===== src/rtl/i2c_cond_pkg.sv =====
`timescale 1ns/1ps
package i2c_cond_pkg;
  localparam int LINE_COUNT = 2;
  localparam int SCL_IDX    = 0;
  localparam int SDA_IDX    = 1;

  typedef struct packed {
    logic cntClear;
    logic cntInc;
  } toStrobe_t;
endpackage


===== src/rtl/i2cc_spike_filter.sv =====
`timescale 1ns/1ps
module i2cc_spike_filter #(
  parameter int FILT_CYCLES = 5
) (
  input  logic clk,
  input  logic rstN,
  input  logic lineIn,
  output logic lineOut
);
  localparam int CW = $clog2(FILT_CYCLES + 1);
  localparam logic [CW-1:0] LAST_RUN = CW'(FILT_CYCLES - 1);

  logic [CW-1:0] runCnt;

  always_ff @(posedge clk or negedge rstN) begin
    if (!rstN) begin
      runCnt  <= '0;
      lineOut <= 1'b1;
    end else if (lineIn == lineOut) begin
      runCnt <= '0;
    end else if (runCnt == LAST_RUN) begin
      runCnt  <= '0;
      lineOut <= lineIn;
    end else begin
      runCnt <= runCnt + 1'b1;
    end
  end
endmodule


===== src/rtl/i2cc_datapath.sv =====
`timescale 1ns/1ps
module i2cc_datapath
  import i2c_cond_pkg::*;
#(
  parameter int SYNC_STAGES    = 2,
  parameter int FILT_CYCLES    = 5,
  parameter int TIMEOUT_CYCLES = 2500000
) (
  input  logic                  clk,
  input  logic                  rstN,
  input  logic [LINE_COUNT-1:0] lineRaw,
  input  toStrobe_t             strobe,
  output logic [LINE_COUNT-1:0] lineFilt,
  output logic                  cntAtLast,
  output logic                  cntFull
);
  localparam int TW = $clog2(TIMEOUT_CYCLES + 1);
  localparam logic [TW-1:0] CNT_LAST = TW'(TIMEOUT_CYCLES - 1);
  localparam logic [TW-1:0] CNT_FULL = TW'(TIMEOUT_CYCLES);

  logic [TW-1:0] lowCnt;

  for (genvar g = 0; g < LINE_COUNT; g++) begin : g_line
    logic [SYNC_STAGES-1:0] syncQ;

    always_ff @(posedge clk or negedge rstN) begin
      if (!rstN) syncQ <= '1;
      else       syncQ <= {syncQ[SYNC_STAGES-2:0], lineRaw[g]};
    end

    i2cc_spike_filter #(.FILT_CYCLES(FILT_CYCLES)) u_filt (
      .clk    (clk),
      .rstN   (rstN),
      .lineIn (syncQ[SYNC_STAGES-1]),
      .lineOut(lineFilt[g])
    );
  end

  always_ff @(posedge clk or negedge rstN) begin
    if (!rstN)                lowCnt <= '0;
    else if (strobe.cntClear) lowCnt <= '0;
    else if (strobe.cntInc)   lowCnt <= lowCnt + 1'b1;
  end

  assign cntAtLast = (lowCnt == CNT_LAST);
  assign cntFull   = (lowCnt == CNT_FULL);
endmodule


===== src/rtl/i2cc_control.sv =====
`timescale 1ns/1ps
module i2cc_control
  import i2c_cond_pkg::*;
(
  input  logic                  clk,
  input  logic                  rstN,
  input  logic                  toEnable,
  input  logic [LINE_COUNT-1:0] lineFilt,
  input  logic                  cntAtLast,
  input  logic                  cntFull,
  output toStrobe_t             strobe,
  output logic                  ifReset,
  output logic                  toFlag
);
  logic bothHigh;
  logic hitLimit;

  always_comb begin
    bothHigh        = &lineFilt;
    strobe.cntClear = !toEnable || bothHigh;
    strobe.cntInc   = !strobe.cntClear && !cntFull;
    hitLimit        = strobe.cntInc && cntAtLast;
  end

  always_ff @(posedge clk or negedge rstN) begin
    if (!rstN) begin
      ifReset <= 1'b0;
      toFlag  <= 1'b0;
    end else begin
      ifReset <= hitLimit;
      if (strobe.cntClear) toFlag <= 1'b0;
      else if (hitLimit)   toFlag <= 1'b1;
    end
  end
endmodule


===== src/rtl/i2c_line_conditioner.sv =====
`timescale 1ns/1ps
module i2c_line_conditioner
  import i2c_cond_pkg::*;
#(
  parameter int SYNC_STAGES    = 2,
  parameter int FILT_CYCLES    = 5,
  parameter int TIMEOUT_CYCLES = 2500000
) (
  input  logic clk,
  input  logic rstN,
  input  logic sclRaw,
  input  logic sdaRaw,
  input  logic toEnable,
  output logic sclOut,
  output logic sdaOut,
  output logic ifReset,
  output logic toFlag
);
  logic [LINE_COUNT-1:0] lineRaw;
  logic [LINE_COUNT-1:0] lineFilt;
  toStrobe_t             strobe;
  logic                  cntAtLast;
  logic                  cntFull;

  assign lineRaw[SCL_IDX] = sclRaw;
  assign lineRaw[SDA_IDX] = sdaRaw;

  i2cc_datapath #(
    .SYNC_STAGES   (SYNC_STAGES),
    .FILT_CYCLES   (FILT_CYCLES),
    .TIMEOUT_CYCLES(TIMEOUT_CYCLES)
  ) u_dp (
    .clk      (clk),
    .rstN     (rstN),
    .lineRaw  (lineRaw),
    .strobe   (strobe),
    .lineFilt (lineFilt),
    .cntAtLast(cntAtLast),
    .cntFull  (cntFull)
  );

  i2cc_control u_ctrl (
    .clk      (clk),
    .rstN     (rstN),
    .toEnable (toEnable),
    .lineFilt (lineFilt),
    .cntAtLast(cntAtLast),
    .cntFull  (cntFull),
    .strobe   (strobe),
    .ifReset  (ifReset),
    .toFlag   (toFlag)
  );

  assign sclOut = lineFilt[SCL_IDX];
  assign sdaOut = lineFilt[SDA_IDX];
endmodule


===== config.mk =====
export PLATFORM = sky130hd
export DESIGN_NAME = i2c_line_conditioner
export DESIGN_NICKNAME = d
export VERILOG_FILES = /design/src/rtl/i2c_cond_pkg.sv /design/src/rtl/i2cc_spike_filter.sv /design/src/rtl/i2cc_datapath.sv /design/src/rtl/i2cc_control.sv /design/src/rtl/i2c_line_conditioner.sv
export SDC_FILE = /design/constraint.sdc
export NUM_CORES = 1
export LEC_CHECK = 0
export ABC_AREA = 1
export CORE_MARGIN = 3
export CORE_UTILIZATION = 35
export CTS_BUF_LIST = sky130_fd_sc_hd__clkbuf_8
export DETAILED_ROUTE_END_ITERATION = 8
export GPL_TIMING_DRIVEN = 0
export PLACE_DENSITY = 0.57
export SLEW_MARGIN = 20
export SYNTH_ARGS = -nofsm -noshare
export SYNTH_HDL_FRONTEND = slang
export SYNTH_SLANG_ARGS = --single-unit

===== constraint.sdc =====
create_clock -name clk -period 1.6 [get_ports clk]
set_input_delay 0.32 -clock clk [delete_from_list [all_inputs] [get_ports clk]]
set_output_delay 0.32 -clock clk [all_outputs]
set_load 0.1 [all_outputs]

# Word level (Yosys, flattened, before mapping)
# Index checks and enable logic that the tools add are counted.
dict set report word_totals {
  output_inout_bits 4
  regBits 36
  word_cells 39
  in_bits 5
}
dict set report classes {
  n_bitwise 2
  muxes 8
  n_eq_ne 6
  n_reduce_logical 11
  n_addsub 3
}
# operator n
set ops {}
lappend ops {{== test 22 bit (second input constant)} 2}
lappend ops {{two-way mux 22 bit} 2}
lappend ops {{adder 22 x 1 -> 22 bit (second input constant)} 1}
lappend ops {{two-way mux 3 bit} 4}
lappend ops {{adder 3 x 1 -> 3 bit (second input constant)} 2}
lappend ops {{== test 3 bit (second input constant)} 2}
lappend ops {{AND reduction 2 bit} 3}
lappend ops {{nonzero test 2 bit} 2}
lappend ops {{logical NOT 1 bit} 3}
lappend ops {{== test 1 bit} 2}
lappend ops {{logical AND 1 bit} 2}
lappend ops {{two-way mux 1 bit} 2}
lappend ops {{inverter 1 bit} 2}
lappend ops {{logical OR 1 bit} 1}

# Longest topological paths before layout
# Gate-level depths: netlist of the first run.
dict set report logic_depth {
  depth_word 7
  depth_mapped 9
  depth_no_buf 9
}

# By module
# From an unflattened synthesis of the first run, not the netlist that was laid out.
dict set report unflattened {
  hier_cells 254
  hier_area_um2 1951.9
}
# module instances cells_per_inst seq_area_each_um2 area_each_um2
set modules_own_cells {}
lappend modules_own_cells {i2cc_datapath 1 196 655.6 1447.6}
lappend modules_own_cells {{i2cc_spike_filter at u_dp.g_line[0].u_filt} 1 24 101.3 209.0}
lappend modules_own_cells {{i2cc_spike_filter at u_dp.g_line[1].u_filt} 1 24 101.3 206.4}
lappend modules_own_cells {i2cc_control 1 10 50.0 88.8}

# Worst setup path after synthesis of the first run
# No wires, ideal clock.
dict set report synth_path {
  kind {register -> register}
  start {register u_dp.g_line[0].u_filt.lineOut}
  end {register u_dp.lowCnt[0]}
  path_buffers 1
  stages_incl_launch_ff 7
  required_ps 1482
  path_slack_ps -73
  period_less_slack_ps 1673
  arrival_ps 1554
  setup_time_ps 118
  cell_sequence {dfstp_2 -> nand2_1 -> nand2_1 -> inv_2 -> buf_4 -> nand3_1 -> nand2_1}
}
dict set report synth_between {
  elab_chain_len 5
}
# element line_no
set synth_lines {}
lappend synth_lines {{from (decl)} i2cc_spike_filter.sv:8} ;# output logic lineOut
lappend synth_lines {{from (signal assigned)} i2cc_spike_filter.sv:23} ;# lineOut <= lineIn;
lappend synth_lines {{AND reduction 2 bit *} i2cc_control.sv:19} ;# bothHigh = &lineFilt;
lappend synth_lines {{logical OR 1 bit *} i2cc_control.sv:20} ;# strobe.cntClear = !toEnable || bothHigh;
lappend synth_lines {{logical NOT 1 bit} i2cc_control.sv:21} ;# strobe.cntInc = !strobe.cntClear && !cntFull;
lappend synth_lines {{logical AND 1 bit} i2cc_control.sv:21}
lappend synth_lines {{nonzero test 2 bit (no line)} --}
lappend synth_lines {{to (signal assigned)} i2cc_datapath.sv:42} ;# else if (strobe.cntInc) lowCnt <= lowCnt + 1'b1;
lappend synth_lines {{to (decl)} i2cc_datapath.sv:21} ;# logic [TW-1:0] lowCnt;
# Every way passes the cells marked *; elsewhere a longest branch is shown, timed or not.
# A chain may end at the register's enable or synchronous reset.

# Final worst setup path of the first run
dict set report layout_path {
  start {register u_dp.g_line[0].u_filt.lineOut}
  end {output sclOut}
}
# element line_no
set layout_lines {}
lappend layout_lines {{to (decl)} i2c_line_conditioner.sv:14} ;# output logic sclOut,
# No word-level cell between the ends.

==> results.md, run 1 <==
- Critical Path RT: about 1300 ps
- Worst setup path endpoint: sclOut
- # DRC: 0
- Critical path cell sequence: buf_4
- R2R Path Start: u_dp.g_line[0].u_filt.lineOut$_DFFE_PN1P_
- Post-synthesis compound-gate area fraction: about 4.5%
- Crit path max-delay cell type: dfstp_4
- Top-area cell type share of the netlist area: 38.8%
- Fin area: ~0.0022 mm^2
- Ratio of cells with drive above 1 in the final layout: 18.1%
- DP Area: between 0.002 and 0.0025 mm^2
- Critical path fanouts, max: 5
- Sink Count: 36
- Worst Setup Start Kind: register
- Crit path arrival time: 1220 ps
- Die X: approximately 80 um
- Initial Util: 36.9%
- CTS clk-pin slew, worst paths: approximately 70 ps
- Setup bufs post-CTS: 0
- CTS tree: done
- Fmax: 651 MHz
- Prevailing post-synth register cell: dfrtp_1
- Reg2Reg Setup Slack: 140 ps
- Critical path depth: 1
- CORE AREA: around 0.0052 mm^2
- Lkg Pwr: about 0.99 nW
- First-pass GRT wire length: 6900 um
- Largest family of logic cells by synthesized area: simple AND/OR/NAND/NOR gates
- Adder-cell share of the synthesized area: about 3.9%
- Row count: 26
- Outcome: finished, final reports clean
- Ant diodes: 0
- Measured slew at the worst slew-check pin: 542 ps
- Tmin final: roughly 1500 ps
- Global route overflow: 0
- Vias: about 1500
- Synth area leader: dfrtp_1
- Drt pass-1 iters: 4
- RSZ-0062 raised after global routing: false
- Worst skew pair latency: about 290 ps
- #FFs+latches synth: 36
- Xor/xnor share of the synthesized area: under 10%
- Crit Path Category: register to output port
- Area Overhead vs Synth: 15.0%
- Final Net Count: between 200 and 300
- Fin crit share: around 96%
- Top post-synthesis cells by area: dfrtp_1 (39%), nand2_1 (12%), nor2_1 (9.7%), dfstp_2 (8.2%), inv_1 (5.0%)
- Seq. cell area: a little over 900 um^2
- Core Util, Final: between 40% and 50%
- Total Wirelength: 3770 um
- Worst Setup End Kind: output port
- Final hold vios: 0
- Root Driver: clkbuf_8
- Slew Limit Fails: 0
- Setup Skew: a little under 5 ps
- Io pins: 9
- DP HPWL: between 2000 and 3000 um
- Syn nets: around 260
- Setup slack after layout: 64.4 ps
- Mux share of post-synthesis cell area: less than 1%
- PD cells: ~1100 mW/mm^2
- Hold WC Path Type: register to register
- Crit path from: u_dp.g_line[0].u_filt.lineOut$_DFFE_PN1P_
- # H-tree levels: 2
- CTS max path bufs: 2
- Initial antenna violation count: 0
- Max cap viols: 0
- 1st-iter DRT viols: 75
- Synth cell count leaders: nand2_1 (60), nor2_1 (50), dfrtp_1 (30)
- Count of flip-flops with a built-in enable after synthesis: 0
- Area of the multi-input gates: around 910 um^2
- Routability congestion estimate: between 0.8 and 0.9
- Overall routing resource usage: approximately 14%
- Via density: roughly 4.5
- IO Port Bufs: 8
- Count leader, synth: nand2_1
- Area fraction in and, or, nand and nor cells after synthesis: between 30% and 40%
- Max IR drop VDD: ~0.00048 V
- Die H: approximately 80 um
- Ys Warns: 0
- Antenna-violating nets left: 0
- Largest net degree at the start of global routing: 26
- Worst path max stage delay: around 640 ps
- Die ar.: about 0.0065 mm^2
- Num CTS Buffers: 5
- Top Family by Delay on Critical Path: flip-flops
- Sequential share of the synthesized area: between 40% and 50%
- Final setup fails: 0
- FILL cells: around 530
- Routed WL per cell: 11.3 um
- R2R cell count: 6
- Vias in the first global route: between 1500 and 2000
- Async SR Flop Fraction: between 90% and 100%
- Synthesized area: around 0.0019 mm^2
- Synthesized area per cell: a little under 8 um^2
- CP bufs+invs: 1
- Netlist cell types: 28
- Mapped Cells: 247
- Critical R2R Capture: u_dp.lowCnt[1]$_DFFE_PN0P_
- Setup Slack @ Placement: -471 ps
- Slew HR: approximately 64%
## how the worst min path moves through the flow
stage / endpoint / startpoint / slack (ps) / cells after the start
3_5_place_dp: u_dp.lowCnt[18]$_DFFE_PN0P_ / rstN / 230 / 1
3_3_place_gp: u_dp.g_line[0].syncQ[1]$_DFF_PN1_ / u_dp.g_line[0].syncQ[0]$_DFF_PN1_ / 350 / 0
4_1_cts: u_dp.g_line[1].syncQ[1]$_DFF_PN1_ / u_dp.g_line[1].syncQ[0]$_DFF_PN1_ / 360 / 0
5_1_grt: u_dp.g_line[0].syncQ[1]$_DFF_PN1_ / u_dp.g_line[0].syncQ[0]$_DFF_PN1_ / 360 / 0
6_report: u_dp.g_line[1].syncQ[1]$_DFF_PN1_ / u_dp.g_line[1].syncQ[0]$_DFF_PN1_ / 360 / 0
2_1_floorplan: u_ctrl.ifReset$_DFF_PN0_ / rstN / 20 / 0
## registers in the layout, indices dropped and copies added (netlist names)
name / flops
u_dp.lowCnt: 22
u_dp.g_line.u_filt.runCnt: 6
u_dp.g_line.syncQ: 4
u_dp.g_line.u_filt.lineOut: 2
u_ctrl.ifReset: 1
u_ctrl.toFlag: 1
## stage by stage
| step | instances | hold WS [ps] | total power (W) | setup TNS [ps] |
|---|---|---|---|---|
| floorplan | 247 | 24.4 | 0.00161 | 0 |
| global placement | 325 | 346 | 0.00174 | -24100 |
| CTS | 335 | 359 | 0.00243 | 0 |
| finish | 335 | 357 | 0.00237 | 0 |
| global route | 335 | 362 | 0.00254 | 0 |
| detailed placement | 326 | 230 | 0.00177 | -2300 |
## where the power goes
part	switching, W	internal [W]	total [W]
clock network	0.000334	0.000303	0.000637
registers	0.0000925	0.00105	0.00114
logic	0.000396	0.000199	0.000595
total	0.000822	0.00155	0.00237
## per-layer routing
| layer | vias to the layer above | part of all wire, % | track usage [%] |
|---|---|---|---|
| met5 | - | 0 | 0 |
| met4 | 0 | 1.6 | 5.07 |
| met3 | 7 | 2.5 | 3.70 |
| met2 | 11 | 47 | 22.3 |
| met1 | 698 | 49 | 17.7 |
| li1 | 802 | - | - |
## placed cells by master (no fill, tap or decap), drive strengths merged
master,count
xnor2,3
nand4,5
mux2,1
nor3b,1
clkdlybuf4s50,3
clkbuf,5
ha,6
dlygate4sd3,1
nand2,68
and2,1
or2,2
dfstp,6
clkdlybuf4s15,2
a21oi,9
o21a,1
nor3,2
nand3,15
nor2,56
xor2,3
inv,28
buf,5
dfrtp,30
o21ai,7
nand3b,1
clkinv,4
## logic make-up after synthesis
logic type	Yosys count
fa+ha+maj	6
simple gates	151
xor+xnor	6
compound gates	17
flops	36
buf+inv	30
mux	1
## worst register-to-register path, cell delays in order, from the launching register on
cell and delay (ps):
dfstp_4 640, nand2_1 60, nand2_2 170, inv_2 140
buf_4 200, nand3_1 90, nand2_1 50
## repair_timing
action	4_1_cts	5_1_grt
gates resized for setup	19	2
endpoints found under the hold margin	11	0
hold buffers	1	0
endpoints found under the setup margin	7	5
## final cells by class
| cell class | instances | share of cell area (%) |
|---|---|---|
| plain buffers | 1 | 0.338 |
| clock inverters | 3 | 0.844 |
| repair buffers | 10 | 4.61 |
| flip-flops and latches | 36 | 41.2 |
| clock buffers | 5 | 3.10 |
| well taps | 70 | 3.94 |
| multi-input cells | 181 | 41.0 |
| inverters | 29 | 4.95 |
No activity file was read; power rests on OpenSTA's default activity.
==> run 2: changes to the inputs <==
==> constraint.sdc (replaced) <==
create_clock -name clk -period 1.85 [get_ports clk]
set_input_delay 0.37 -clock clk [delete_from_list [all_inputs] [get_ports clk]]
set_output_delay 0.37 -clock clk [all_outputs]
set_load 0.1 [all_outputs]
==> run 2 against run 1 <==
  * Global-route usage down 0.48 points
  * Hold slack worse by 320 ps
  * Sequential power decreased by 15%
  * Final area grew 0.23%
  * Count of clock-buffer cells in the layout stayed put
  * First-iteration DRC count grew 9.3%
==> results.md, run 2 (synthesis results as in run 1) <==
- Vias in the first global route: between 1000 and 1500
- Critical Path RT: between 1000 and 1500 ps
- Initial Util: a little under two fifths
- Outcome: finished, final reports clean
- CTS resizes: 9
- GRT met2 Usage: between 20 and 25%
- IO Port Bufs: 8
- Fin crit share: a little over nine tenths
- CORE AREA: 0.00524 mm^2
- Regs by FF count: u_dp.lowCnt: 22 flops, u_dp.g_line.u_filt.runCnt: 6 flops, u_dp.g_line.syncQ: 4 flops
- Fin area: ~0.0022 mm^2
- Tmin final: ~1800 ps
- Critical R2R Capture: u_dp.lowCnt[0]$_DFFE_PN0P_
- Tot Pwr: around 0.0021 W
- Worst Setup End Kind: output port
- Die H: 80.3 um
- Measured slew at the worst slew-check pin: between 900 and 1000 ps
- CP bufs+invs: 1
- Sink Count: 36
- Antenna-violating nets left: 0
- Worst Setup Start Kind: register
- DP HPWL: approximately 2900 um
- # DRC: 0
- Final Net Count: around 270
- DP Area: 0.00212 mm^2
- CTS max path bufs: 2
- Reg2Reg Setup Slack: between 200 and 300 ps
- Routability congestion estimate: 0.778
- Crit path arrival time: about 1400 ps
- Area Overhead vs Synth: 15.3%
- Critical path cell sequence: clkdlybuf4s15_2
- Row count: 26
- # hold bufs at CTS: 0
- PD cells: approximately 960 mW/mm^2
- Drt pass-1 iters: 4
- Top Family by Delay on Critical Path: flip-flops
- Grt met3 use: between 3 and 4%
- Io pins: 9
- Setup Slack @ Placement: -220 ps
- CTS clk-pin slew, worst paths: around 70 ps
- # H-tree levels: 2
- Hold WC Path Type: input pin to async pin
- Critical path fanouts, max: 5
- Lkg Pwr: roughly 1 nW
- Largest register by flop count: u_dp.lowCnt
- Initial antenna violation count: 0
- Slew Limit Fails: 0
- Final non-filler cell total: 334
- Setup bufs post-CTS: 0
- Worst path max stage delay: 580 ps
- Total Wirelength: 3720 um
- Root Driver: clkbuf_8
- Setup Skew: ~1.4 ps
- CTS tree: done
- Die ar.: ~0.0065 mm^2
- Fmax: 558 MHz
- Vias: around 1500
- Ant diodes: 0
- Cells after DPL: ~330
- Global route overflow: 0
- Overall routing resource usage: a little over an eighth
- Commonest non-fill, non-tap cell in the layout: nand2_1
- Largest net degree at the start of global routing: 20
- First-pass GRT wire length: approximately 6500 um
- Final setup fails: 0
- Worst skew pair latency: around 280 ps
- GR Util met1: ~17%
- FILL cells: between 500 and 600
- Largest register FFs: 22
- Ratio of cells with drive above 1 in the final layout: 16.3%
- Most frequent cells in the layout: nand2_1 (60), nor2_1 (50), dfrtp_1 (30)
- Slew HR: roughly 37%
- R2R cell count: 6
- Crit Path Category: register to output port
- R2R Path Start: u_dp.g_line[0].u_filt.lineOut$_DFFE_PN1P_
- Routed WL per cell: 11.1 um
- Setup slack after layout: between 50 and 60 ps
- Num CTS Buffers: 5
- Max IR drop VDD: between 0.0004 and 0.0005 V
- Via density: around 4.5
- RSZ-0062 raised after global routing: false
- GRT busiest layer: met2
- Final hold vios: 0
- Die X: ~80 um
- Crit path max-delay cell type: dfstp_2
- Max cap viols: 0
- 1st-iter DRT viols: slightly above 80
## run 2: changes by cell type in the layout (fill, tap and decap cells not counted), moves of 2 or more
cell / delta
buf_4: -2
dfstp_2: +2
dfstp_4: -2
inv_1: +2
## run 2: cell type report
class	instances	area [um^2]	share of cell area [%]
Clock inverter	3	38.8	1.74
Multi-Input combinational cell	181	907	40.7
Buffer	1	7.51	0.337
Tap cell	70	87.6	3.93
Inverter	29	110	4.94
Sequential cell	36	908	40.8
Timing Repair Buffer	9	100	4.49
Clock buffer	5	68.8	3.09
## run 2: worst max-delay path by stage
stage / start / end / cells after the start
floorplan: u_dp.g_line[0].u_filt.lineOut$_DFFE_PN1P_ / u_dp.lowCnt[0]$_DFFE_PN0P_ / 6
global placement: rstN / u_dp.lowCnt[14]$_DFFE_PN0P_ / 1
detailed placement: u_dp.g_line[0].u_filt.lineOut$_DFFE_PN1P_ / sclOut / 1
CTS: u_ctrl.ifReset$_DFF_PN0_ / ifReset / 1
global route: u_dp.g_line[0].u_filt.lineOut$_DFFE_PN1P_ / sclOut / 1
finish: u_dp.g_line[0].u_filt.lineOut$_DFFE_PN1P_ / sclOut / 1
## run 2: per-layer routing
metal  wire, um  share of wire [%]  up-vias
met5          0                  0        -
met3        102                2.7        4
met2       1800                 48       11
met4         38                1.0        0
met1       1770                 48      683
li1           -                  -      803
## run 2: power by group
part | leakage (nW) | internal [W] | switching, W
clock network | 0.0593 | 0.000394 | 0.000263
registers | 0.475 | 0.000895 | 0.0000754
logic | 0.468 | 0.000170 | 0.000340
total | 1.00 | 0.00146 | 0.000678
## run 2: metrics by stage
| stage | setup TNS (ps) | utilization (%) | hold slack [ps] |
|---|---|---|---|
| 2_1_floorplan | 0 | - | 74.4 |
| 3_3_place_gp | -14180 | 40.1 | 346 |
| 3_5_place_dp | -413 | 40.5 | 348 |
| 4_1_cts | 0 | 42.6 | 42.5 |
| 5_1_grt | 0 | 42.5 | 56.1 |
| 6_report | 0 | 42.5 | 31.9 |
